**config.mk**
```make
export PLATFORM = sky130hd
export DESIGN_NAME = i2c_wait_stop_ctrl
export DESIGN_NICKNAME = d
export VERILOG_FILES = /design/src/rtl/i2c_ws_pkg.sv /design/src/rtl/i2c_ws_fsm.sv /design/src/rtl/i2c_ws_line_drv.sv /design/src/rtl/i2c_ws_stop_det.sv /design/src/rtl/i2c_wait_stop_ctrl.sv
export SDC_FILE = /design/constraint.sdc
export NUM_CORES = 1
export LEC_CHECK = 0
export ABC_AREA = 1
export ABC_CLOCK_PERIOD_IN_PS = 2200
export BUFFER_PORTS_ARGS = -buffer_cell sky130_fd_sc_hd__buf_2
export CAP_MARGIN = 10
export CORE_MARGIN = 2
export CORE_UTILIZATION = 41
export DETAILED_ROUTE_END_ITERATION = 12
export PLACE_DENSITY = 0.69
export RECOVER_POWER = 25
export REMOVE_ABC_BUFFERS = 1
export SLEW_MARGIN = 10
export SYNTH_ARGS = -nofsm -noshare
export SYNTH_HDL_FRONTEND = slang
export SYNTH_SLANG_ARGS = --single-unit
```
**constraint.sdc**
```tcl
create_clock -name clk -period 2.2 [get_ports clk]
set_input_delay 0.33 -clock clk [delete_from_list [all_inputs] [get_ports clk]]
set_output_delay 0.33 -clock clk [all_outputs]
set_load 0.03 [all_outputs]
```
**src/rtl/i2c_ws_pkg.sv**
```systemverilog
package i2c_ws_pkg;
  typedef enum logic [2:0] {
    ST_RUN   = 3'd0,
    ST_WAIT  = 3'd1,
    ST_STOP1 = 3'd2,
    ST_STOP2 = 3'd3,
    ST_STOP3 = 3'd4
  } ws_state_e;
endpackage

```
**src/rtl/i2c_ws_fsm.sv**
```systemverilog
module i2c_ws_fsm
  import i2c_ws_pkg::*;
#(
  parameter int QTR_CYC = 4
) (
  input  logic      clk,
  input  logic      rst,
  input  logic      mod_en,
  input  logic      stop_wr,
  input  logic      strt_req,
  input  logic      ack_en,
  input  logic      wait_sel9,
  input  logic      wait_rel,
  input  logic      comm_exit,
  input  logic      shreg_wr,
  input  logic      is_master,
  input  logic      tx_mode,
  input  logic      arb_lost,
  input  logic      byte_end8,
  input  logic      byte_end9,
  input  logic      scl_in,
  input  logic      stop_det,
  output ws_state_e st_q,
  output logic      pend_q,
  output logic      err_q,
  output logic      txclr_q
);
  localparam int CW = $clog2(QTR_CYC + 1);
  localparam logic [CW-1:0] CNT_LAST = CW'(QTR_CYC - 1);

  logic [CW-1:0] cnt_q;
  logic          pt9_q;
  logic          abort;
  logic          accept;
  logic          clash;

  assign abort  = arb_lost | comm_exit;
  assign clash  = stop_wr & strt_req;
  assign accept = stop_wr & ~strt_req & is_master & ~pend_q &
                  (tx_mode ? pt9_q : ~ack_en);

  always_ff @(posedge clk) begin
    if (rst || !mod_en) begin
      st_q    <= ST_RUN;
      cnt_q   <= '0;
      pend_q  <= 1'b0;
      err_q   <= 1'b0;
      pt9_q   <= 1'b0;
      txclr_q <= 1'b0;
    end else begin
      txclr_q <= 1'b0;
      if (clash) err_q <= 1'b1;
      if (stop_det || abort) pend_q <= 1'b0;
      case (st_q)
        ST_RUN: begin
          if (byte_end8 && !wait_sel9) begin
            st_q  <= ST_WAIT;
            pt9_q <= 1'b0;
          end else if (byte_end9 && wait_sel9) begin
            st_q  <= ST_WAIT;
            pt9_q <= 1'b1;
          end
        end
        ST_WAIT: begin
          if (abort) begin
            st_q <= ST_RUN;
          end else if (accept) begin
            pend_q <= 1'b1;
            st_q   <= ST_STOP1;
            cnt_q  <= '0;
          end else if (wait_rel) begin
            st_q    <= ST_RUN;
            txclr_q <= tx_mode & pt9_q;
          end else if (shreg_wr && tx_mode) begin
            st_q <= ST_RUN;
          end
        end
        ST_STOP1: begin
          if (abort) st_q <= ST_RUN;
          else if (cnt_q == CNT_LAST) begin
            st_q  <= ST_STOP2;
            cnt_q <= '0;
          end else cnt_q <= cnt_q + 1'b1;
        end
        ST_STOP2: begin
          if (abort) st_q <= ST_RUN;
          else if (scl_in) begin
            if (cnt_q == CNT_LAST) begin
              st_q  <= ST_STOP3;
              cnt_q <= '0;
            end else cnt_q <= cnt_q + 1'b1;
          end
        end
        ST_STOP3: begin
          if (abort || stop_det) st_q <= ST_RUN;
        end
        default: st_q <= ST_RUN;
      endcase
    end
  end


  clash_blocks_stop_chk: assert property (@(posedge clk) disable iff (rst)
    (clash && mod_en) |=> (!$rose(pend_q) && err_q));


  stop_needs_master_chk: assert property (@(posedge clk) disable iff (rst)
    $rose(pend_q) |-> $past(is_master));


  abort_clears_chk: assert property (@(posedge clk) disable iff (rst)
    abort |=> !pend_q);


  disable_clears_chk: assert property (@(posedge clk) disable iff (rst)
    !mod_en |=> (!pend_q && !err_q));


  txclr_single_chk: assert property (@(posedge clk) disable iff (rst)
    txclr_q |=> !txclr_q);
endmodule

```
**src/rtl/i2c_ws_line_drv.sv**
```systemverilog
module i2c_ws_line_drv
  import i2c_ws_pkg::*;
(
  input  logic      clk,
  input  logic      rst,
  input  logic      mod_en,
  input  ws_state_e st,
  output logic      scl_low_o,
  output logic      sda_low_o
);
  always_ff @(posedge clk) begin
    if (rst) begin
      scl_low_o <= 1'b0;
      sda_low_o <= 1'b0;
    end else begin
      scl_low_o <= mod_en & ((st == ST_WAIT) | (st == ST_STOP1));
      sda_low_o <= mod_en & ((st == ST_STOP1) | (st == ST_STOP2));
    end
  end


  off_lines_chk: assert property (@(posedge clk) disable iff (rst)
    !mod_en |=> (!scl_low_o && !sda_low_o));
endmodule

```
**src/rtl/i2c_ws_stop_det.sv**
```systemverilog
module i2c_ws_stop_det (
  input  logic clk,
  input  logic rst,
  input  logic scl_in,
  input  logic sda_in,
  output logic det_o
);
  logic scl_q;
  logic sda_q;

  always_ff @(posedge clk) begin
    if (rst) begin
      scl_q <= 1'b0;
      sda_q <= 1'b0;
      det_o <= 1'b0;
    end else begin
      scl_q <= scl_in;
      sda_q <= sda_in;
      det_o <= sda_in & ~sda_q & scl_in & scl_q;
    end
  end


  det_one_cycle_chk: assert property (@(posedge clk) disable iff (rst)
    det_o |=> !det_o);
endmodule

```
**src/rtl/i2c_wait_stop_ctrl.sv**
```systemverilog
module i2c_wait_stop_ctrl
  import i2c_ws_pkg::*;
#(
  parameter int QTR_CYC = 4
) (
  input  logic clk,
  input  logic rst,
  input  logic mod_en,
  input  logic stop_wr,
  input  logic strt_req,
  input  logic ack_en,
  input  logic wait_sel9,
  input  logic wait_rel,
  input  logic comm_exit,
  input  logic shreg_wr,
  input  logic is_master,
  input  logic tx_mode,
  input  logic arb_lost,
  input  logic byte_end8,
  input  logic byte_end9,
  input  logic scl_in,
  input  logic sda_in,
  output logic scl_low_o,
  output logic sda_low_o,
  output logic stop_det_o,
  output logic stop_busy_o,
  output logic req_clash_o,
  output logic tx_clr_o
);
  ws_state_e st_q;
  logic      det;

  i2c_ws_fsm #(.QTR_CYC(QTR_CYC)) fsm_i (
    .clk(clk), .rst(rst), .mod_en(mod_en), .stop_wr(stop_wr),
    .strt_req(strt_req), .ack_en(ack_en), .wait_sel9(wait_sel9),
    .wait_rel(wait_rel), .comm_exit(comm_exit), .shreg_wr(shreg_wr),
    .is_master(is_master), .tx_mode(tx_mode), .arb_lost(arb_lost),
    .byte_end8(byte_end8), .byte_end9(byte_end9), .scl_in(scl_in),
    .stop_det(det), .st_q(st_q), .pend_q(stop_busy_o),
    .err_q(req_clash_o), .txclr_q(tx_clr_o)
  );

  i2c_ws_line_drv drv_i (
    .clk(clk), .rst(rst), .mod_en(mod_en), .st(st_q),
    .scl_low_o(scl_low_o), .sda_low_o(sda_low_o)
  );

  i2c_ws_stop_det det_i (
    .clk(clk), .rst(rst), .scl_in(scl_in), .sda_in(sda_in), .det_o(det)
  );

  assign stop_det_o = det;


  sda_after_scl_chk: assert property (@(posedge clk) disable iff (rst)
    ($fell(sda_low_o) && $past(st_q) == ST_STOP3) |-> scl_in);


  det_clears_busy_chk: assert property (@(posedge clk) disable iff (rst)
    det |=> !stop_busy_o);
endmodule

```
==> results of run 1 <==
area by class of cell:
| class | count | area [um2] | area share |
|---|---|---|---|
| Clock buffer | 4 | 26.28 | 0.02819 |
| Inverter | 22 | 82.58 | 0.08859 |
| Multi-Input combinational cell | 81 | 384.1 | 0.4121 |
| Sequential cell | 15 | 300.3 | 0.3221 |
| Tap cell | 25 | 31.28 | 0.03356 |
| Timing Repair Buffer | 22 | 107.6 | 0.1154 |
report_power, final:
group / switching (uW) / internal [uW] / total (uW)
registers: 8.51 / 281 / 289
logic: 67.2 / 38.8 / 106
clock network: 90.1 / 70.6 / 161
total: 166 / 390 / 556
tightest hold or removal path, cell delays in order:
cell	delay, ps
buf_2	100
inv_1	40
nor2_1	30
cells in the final DEF, fill, tap and decap left out:
cell type  instances
dfxtp_1           15
inv_1             19
nor2_2             3
ha_1               1
nand4_1            2
nor2_1            21
clkbuf_1           3
nand2_1           24
o31ai_1            1
buf_2             20
inv_2              3
o21ai_0            2
o21ai_1            2
nand2_2            1
nor3_1             1
clkbuf_4           3
nor4_1             1
a21oi_1            9
a31oi_1            1
nor3_2             3
nand3_1            9
routing by layer:
| metal | GRT usage | vias to the layer above | routed length (um) |
|---|---|---|---|
| li1 | - | 429 | - |
| met1 | 0.2000 | 343 | 737 |
| met2 | 0.3270 | 24 | 793 |
| met3 | 0.03462 | 3 | 115 |
| met4 | 0.08333 | 0 | 25 |
| met5 | 0 | - | 0 |
how the worst max path moves through the flow:
stage	depth (start not counted)	slack [ps]	startpoint	endpoint
2_1_floorplan	9	960	fsm_i.pend_q$_SDFF_PP0_	fsm_i.cnt_q[0]$_SDFFE_PP0P_
3_3_place_gp	9	780	comm_exit	fsm_i.st_q[0]$_SDFFE_PP0P_
3_5_place_dp	9	720	comm_exit	fsm_i.st_q[0]$_SDFFE_PP0P_
4_1_cts	9	850	fsm_i.st_q[1]$_SDFFE_PP0P_	fsm_i.st_q[0]$_SDFFE_PP0P_
5_1_grt	9	700	fsm_i.cnt_q[0]$_SDFFE_PP0P_	fsm_i.st_q[2]$_SDFFE_PP0P_
6_report	9	830	fsm_i.st_q[2]$_SDFFE_PP0P_	fsm_i.st_q[1]$_SDFFE_PP0P_
cells by family after synthesis:
group	count (synthesis)
and+or+nand+nor	65
AOI/OAI and AO/OA	15
buffers and inverters	22
adders and majority gates	1
DFF	15
through the flow:
| step | power (uW) | utilization | hold WS [ps] | cells | instance area [um2] |
|---|---|---|---|---|---|
| 3_5_place_dp | 402.5 | 0.5204 | 398.4 | 165 | 908.4 |
| 6_report | 556.3 | 0.5341 | 250.0 | 169 | 932.1 |
| 5_1_grt | 588.0 | 0.5341 | 258.9 | 169 | 932.1 |
| 4_1_cts | 563.1 | 0.5355 | 227.5 | 169 | 934.6 |
| 3_3_place_gp | 401.4 | 0.5204 | 378.3 | 165 | 908.4 |
| 2_1_floorplan | 368.0 | - | 371.8 | 118 | 767.0 |
==> impl_results.md, run 1 <==
* Initial Util at 0.4394
* Vias/cell at roughly 4.7
* Via count at ~800
* Mapped Cells at between 100 and 150
* Status: finished, final reports clean
* Largest family of logic cells by synthesized area: simple AND/OR/NAND/NOR gates
* Vias in the first global route at 692
* Avg Cell Area, Syn at around 6.5 um2
* DIE AREA at 2233 um2
* Die width at ~47 um
* Nets at approximately 160
* Post-CTS Resized at 0
* Synth cell types at 18
* DRC errors left at 0
* Sink Count at 15
* Area of the core at ~1700 um2
* Number of port buffers at 22
* Worst EP arrival at roughly 1600 ps
* Clk root buf: clkbuf_4
* Dpl ws at 715.8 ps
* Fin Clk Skew at a little over 5 ps
* Gpl congestion at between 0.8 and 0.9
* R2R depth at 9
* Critical-path maximum fanout at 6
* Area grow syn2layout at 21.53%
* Complex-gate fraction of the synthesized area at 0.1028
* Crit path required time at 2390 ps
* Vert. Die Dim at about 47 um
* Max-Cap Viols at 0
* Worst Hold Launch: sda_in
* Post-Synth Simple-Gate Area at 0.3817
* Top delay family on crit path: simple AND/OR/NAND/NOR gates
* I/O pin cnt at 23
* Seq/Total Area, Yosys at 0.3915
* Most frequent cells after synthesis: nand2_1 (24), nor2_1 (21), inv_1 (18), dfxtp_1 (15)
* Total CTS buffers at 3
* Setup-failing EPs final at 0
* Slew Limit Fails at 0
* Post-CTS setup repair buffer count at 0
* Antenna-violating nets left at 0
* CTS Hold Bufs at 0
* Count leader, synth: nand2_1
* First-pass GRT wire length at between 2000 and 3000 um
* Share of layout cells above drive strength 1 at 0.2292
* Setup TNS at 0 ps
* Critical path type: reg2reg
* Fillers at ~190
* Peak supply drop at ~0.00037 V
* Hold Path End: det_i.sda_q$_SDFF_PP0_
* H-tree Lvls at 1
* Post-synth ARST share at 0
* Adder-Cell Fraction of Synth Area at 0.01631
* Slowest stage delay, CP at 470 ps
* Worst-skew pair later-pin latency at between 200 and 300 ps
* Leakage dissipation at 0.0004784 uW
* Mux contribution to synthesized area at 0
* Pwr dens at 596.8 nW/um2
* Post-route setup slack at 829.8 ps
* Final Hold Viols at 0
* Post-synth EDFFs at 0
* Most area-hungry cell type in the Yosys netlist: dfxtp_1
* Seq cells post-synth at 15
* RSZ-0062 raised after global routing: false
* Max transition margin at 0.7625
* Yosys warning count at 0
* Fmax at 0.7298 GHz
* R2r startpoint: fsm_i.st_q[2]$_SDFFE_PP0P_
* Hold Crit Class: in2reg
* Most used flip-flop cell after synthesis: dfxtp_1
* Initial antenna violation count at 0
* DRT Pass-1 Iters at 4
* Row count at 15
* CTS Buffer Depth at 2
* Final WL at around 1700 um
* Final HPWL DP at about 1400 um
* Tmin final at 1370 ps
* Hold Path Cell Cnt at 3
* FF-to-FF setup slack at 830 ps
* Worst path cell trace: inv_1 > nand3_1 > nor2_1 > nor2_1 > nand2_1 > nand2_1 > nand3_1 > nand2_1 > nor2_1
* Overflow after GRT at 0
* GRT Total Usage at 0.1805
* Worst reg2reg path endpoint: fsm_i.st_q[1]$_SDFFE_PP0P_
* Slew @ Worst Pin at 355.9 ps
* Synth top area share at 0.3915
* Initial DRC Count at 24
* Mapped Area at between 700 and 800 um2
* Worst setup SP type: register
* Diode count at 0
* CP max stage cell: dfxtp_1
* Top cells by area, synth: dfxtp_1 (39%), nand2_1 (12%), nor2_1 (10%)
* CTS tree: done
* Xor and xnor area share after synthesis at 0
* Final period utilization at 0.6228
* Largest net degree at the start of global routing at 11
* WL/cell at around 9.9 um
* Largest regs: fsm_i.cnt_q: 3 flops, fsm_i.st_q: 3 flops
* Critical path capture point type: register
* Reg clk slew, reported paths at about 90 ps
* Worst Path Buf+Inv at 1
Power figures use the tool's default switching activity.
==> run 2, diff against run 1 <==
ABC_AREA = 0   (was 1)
ABC_CLOCK_PERIOD_IN_PS = 1100   (was 2200)
PLACE_DENSITY = 0.73   (was 0.69)
clock period = 1.1 ns   (was 2.2 ns; I/O delays follow)
==> impl_results.md, run 2 <==
* Largest regs: fsm_i.cnt_q: 3 flops, fsm_i.st_q: 3 flops (unchanged)
* Final HPWL DP at 1278 um (was 1398 um)
* Via count at 717 (was 799)
* GRT Total Usage at 0.2094 (was 0.1805)
* Final period utilization at 1.412 (was 0.6228)
* Critical path type: reg2reg (unchanged)
* Most frequent cells after synthesis: dfxtp_1 (15), nand2_1 (11), nor2_1 (8), a21oi_1 (5), nor3_1 (5) (was nand2_1 (24), nor2_1 (21), inv_1 (18), dfxtp_1 (15))
* CTS tree: done (unchanged)
* Clk root buf: clkbuf_4 (unchanged)
* Synth cell types at 27 (was 18)
* WL/cell at 13.23 um (was 9.893 um)
* Commonest non-fill, non-tap cells in the layout: buf_2 (21), buf_4 (16), nand2_1 (10), dfxtp_1 (9), nor2_1 (8) (was nand2_1 (24), nor2_1 (21), buf_2 (20), inv_1 (19), dfxtp_1 (15))
* Setup-failing EPs final at 9 (was 0)
* Sw Ratio at 0.2486 (was 0.2981)
* CTS Hold Bufs at 0 (unchanged)
* Diode count at 0 (unchanged)
* I/O pin cnt at 23 (unchanged)
* Worst reg2reg path endpoint: fsm_i.cnt_q[2]$_SDFFE_PP0P_ (was fsm_i.st_q[1]$_SDFFE_PP0P_)
* Post-route setup slack at -453.2 ps (was 829.8 ps)
* DIE AREA at 2019 um2 (was 2233 um2)
* Gpl congestion at 0.8589 (was 0.8096)
* Critical path capture point type: register (unchanged)
* Area of the core at 1541 um2 (was 1745 um2)
* Post-synth EDFFs at 0 (unchanged)
* Max-Cap Viols at 0 (unchanged)
* Fmax at 0.6439 GHz (was 0.7298 GHz)
* Worst setup SP type: register (unchanged)
* Dpl ws at -474.0 ps (was 715.8 ps)
* Initial antenna violation count at 0 (unchanged)
* Slew Limit Fails at 0 (unchanged)
* Fin Clk Skew at 5.605 ps (was 5.068 ps)
* Share of layout cells above drive strength 1 at 0.5200 (was 0.2292)
* Largest net degree at the start of global routing at 9 (was 11)
* Row count at 14 (was 15)
* Sequential power share at 0.542 (was 0.520)
* Comb pwr share at 0.154 (was 0.191)
* Hold Path Cell Cnt at 2 (was 3)
* CTS Buffer Depth at 2 (unchanged)
* Synth top area share at 0.4372 (was 0.3915)
* Number of port buffers at 22 (unchanged)
* Count leader, synth: dfxtp_1 (was nand2_1)
* RSZ-0062 raised after global routing: true (was false)
* Hold Crit Class: in2reg (unchanged)
* Slew @ Worst Pin at 349.4 ps (was 355.9 ps)
* DRT Pass-1 Iters at 4 (unchanged)
* Most common cell after layout, fill and taps aside: buf_2 (was nand2_1)
* Crit path required time at 1280 ps (was 2390 ps)
* H-tree Lvls at 1 (unchanged)
* Initial DRC Count at 7 (was 24)
* R2r startpoint: fsm_i.pend_q$_SDFF_PP0_ (was fsm_i.st_q[2]$_SDFFE_PP0P_)
* Total power draw at 1029 uW (was 556.3 uW)
* Critical-path maximum fanout at 3 (was 6)
* Fillers at 119 (was 189)
* Most area-hungry cell type in the Yosys netlist: dfxtp_1 (unchanged)
* Initial Util at 0.4456 (was 0.4394)
* Hold Path End: det_i.scl_q$_SDFF_PP0_ (was det_i.sda_q$_SDFF_PP0_)
* Antenna-violating nets left at 0 (unchanged)
* Mapped Area at 686.9 um2 (was 767.0 um2)
* Seq/Total Area, Yosys at 0.4372 (was 0.3915)
* Sink Count at 15 (unchanged)
* Final WL at 1866 um (was 1672 um)
* Internal power at 773.1 uW (was 390.4 uW)
* Yosys warning count at 0 (unchanged)
* Clock power frac at 0.304 (was 0.289)
* Max transition margin at 0.7666 (was 0.7625)
* Final Cell Area at 1089 um2 (was 932.1 um2)
* Die width at 44.93 um (was 47.25 um)
* First-pass GRT wire length at 3070 um (was 2766 um)
* Overflow after GRT at 0 (unchanged)
* Leakage dissipation at 0.0005112 uW (was 0.0004784 uW)
* FF-to-FF setup slack at -450 ps (was 830 ps)
* Seq cells post-synth at 15 (unchanged)
* Avg Cell Area, Syn at 8.695 um2 (was 6.500 um2)
* Sw Pwr at 255.8 uW (was 165.8 uW)
* Final Hold Viols at 0 (unchanged)
* Top cells by area, synth: dfxtp_1 (44%), nand2_1 (6.0%), mux2i_1 (5.8%) (was dfxtp_1 (39%), nand2_1 (12%), nor2_1 (10%))
* Reg clk slew, reported paths at 90 ps (about the same)
* Total CTS buffers at 3 (unchanged)
* Status: complete, but fails checks (was finished, final reports clean)
* Post-synth ARST share at 0 (unchanged)
* Mapped Cells at 79 (was 118)
* DRC errors left at 0 (unchanged)
* Area grow syn2layout at 58.47% (was 21.53%)
* Worst-skew pair later-pin latency at 280 ps (was 290 ps)
* R2R depth at 5 (was 9)
* Vias in the first global route at 766 (was 692)
* Peak supply drop at 0.0007211 V (was 0.0003665 V)
* Worst Hold Launch: rst (was sda_in)
* Pwr dens at 945.2 nW/um2 (was 596.8 nW/um2)
* Nets at 144 (was 163)
* Vert. Die Dim at 44.93 um (was 47.25 um)
* Tmin final at 1553 ps (was 1370 ps)
* Dpl cell area at 928.4 um2 (was 908.4 um2)
* Failing checks: negative setup slack
* Worst EP arrival at 1740 ps (was 1560 ps)
* Most used flip-flop cell after synthesis: dfxtp_1 (unchanged)
* Vias/cell at 5.085 (was 4.728)
## run 2: layout make-up
class	count	area (um2)	area share
tap	16	20.02	0.01839
timing repair buffer	44	289.0	0.2655
clock buffer	4	26.28	0.02414
multi-input combinational	62	442.9	0.4069
sequential	15	310.3	0.2851
## run 2: cells by family (layout without fill, tap and decap cells)
family                   after synthesis  after routing  synth area share
AO/OA/AOI/OAI                         12             12            0.1202
XOR/XNOR                               1              1           0.01275
adder cells (fa/ha/maj)                1              1           0.01821
buffers and inverters                  2             48           0.01274
flip-flops                            15             15            0.4372
multiplexers                           4              4           0.05829
AND/OR/NAND/NOR                       44             44            0.3406
## run 2: routing by layer
layer,vias to the layer above,global-route usage,part of all wire
met5,-,0,0
met4,0,0.07647,0
met3,0,0.03600,0.020
met2,11,0.3800,0.52
met1,330,0.2432,0.46
li1,376,-,-
## run 2: repair_timing
action	CTS	global route
pin swaps	8	3
hold endpoints to repair	0	0
resized for setup	19	6
endpoints found under the setup margin	9	9
buffers inserted	8	0
## run 2: power by group through the flow
stage	Combinational [uW]	Clock, uW	Sequential (uW)
floorplan	50.5	0	579
global placement	130	0	572
detailed placement	135	0	572
CTS	153	316	557
global route	173	352	559
finish	158	313	558
## run 2: worst max path at each step
stage	start	endpoint	depth (start not counted)
after floorplan	fsm_i.pend_q$_SDFF_PP0_	fsm_i.cnt_q[2]$_SDFFE_PP0P_	5
after global placement	fsm_i.pend_q$_SDFF_PP0_	fsm_i.cnt_q[2]$_SDFFE_PP0P_	5
after detailed placement	fsm_i.pend_q$_SDFF_PP0_	fsm_i.cnt_q[2]$_SDFFE_PP0P_	5
after CTS	fsm_i.pend_q$_SDFF_PP0_	fsm_i.cnt_q[2]$_SDFFE_PP0P_	5
after global routing	fsm_i.pend_q$_SDFF_PP0_	fsm_i.cnt_q[2]$_SDFFE_PP0P_	5
final	fsm_i.pend_q$_SDFF_PP0_	fsm_i.cnt_q[2]$_SDFFE_PP0P_	5
## run 2: stage by stage
stage,utilization,hold WS [ps],cells,setup TNS (ps)
after floorplan,-,236.6,77,-1864
after global placement,0.6023,363.6,131,-1712
after detailed placement,0.6023,368.8,131,-2077
after CTS,0.6964,66.27,141,-1725
after global routing,0.7062,97.35,141,-2170
final,0.7062,112.1,141,-1575
## run 2: critical path: stages (launching register included)
cell	delay, ps
dfxtp_2	330
and4bb_1	260
o21ai_2	70
a2bb2oi_1	140
or4_4	440
o211a_1	230
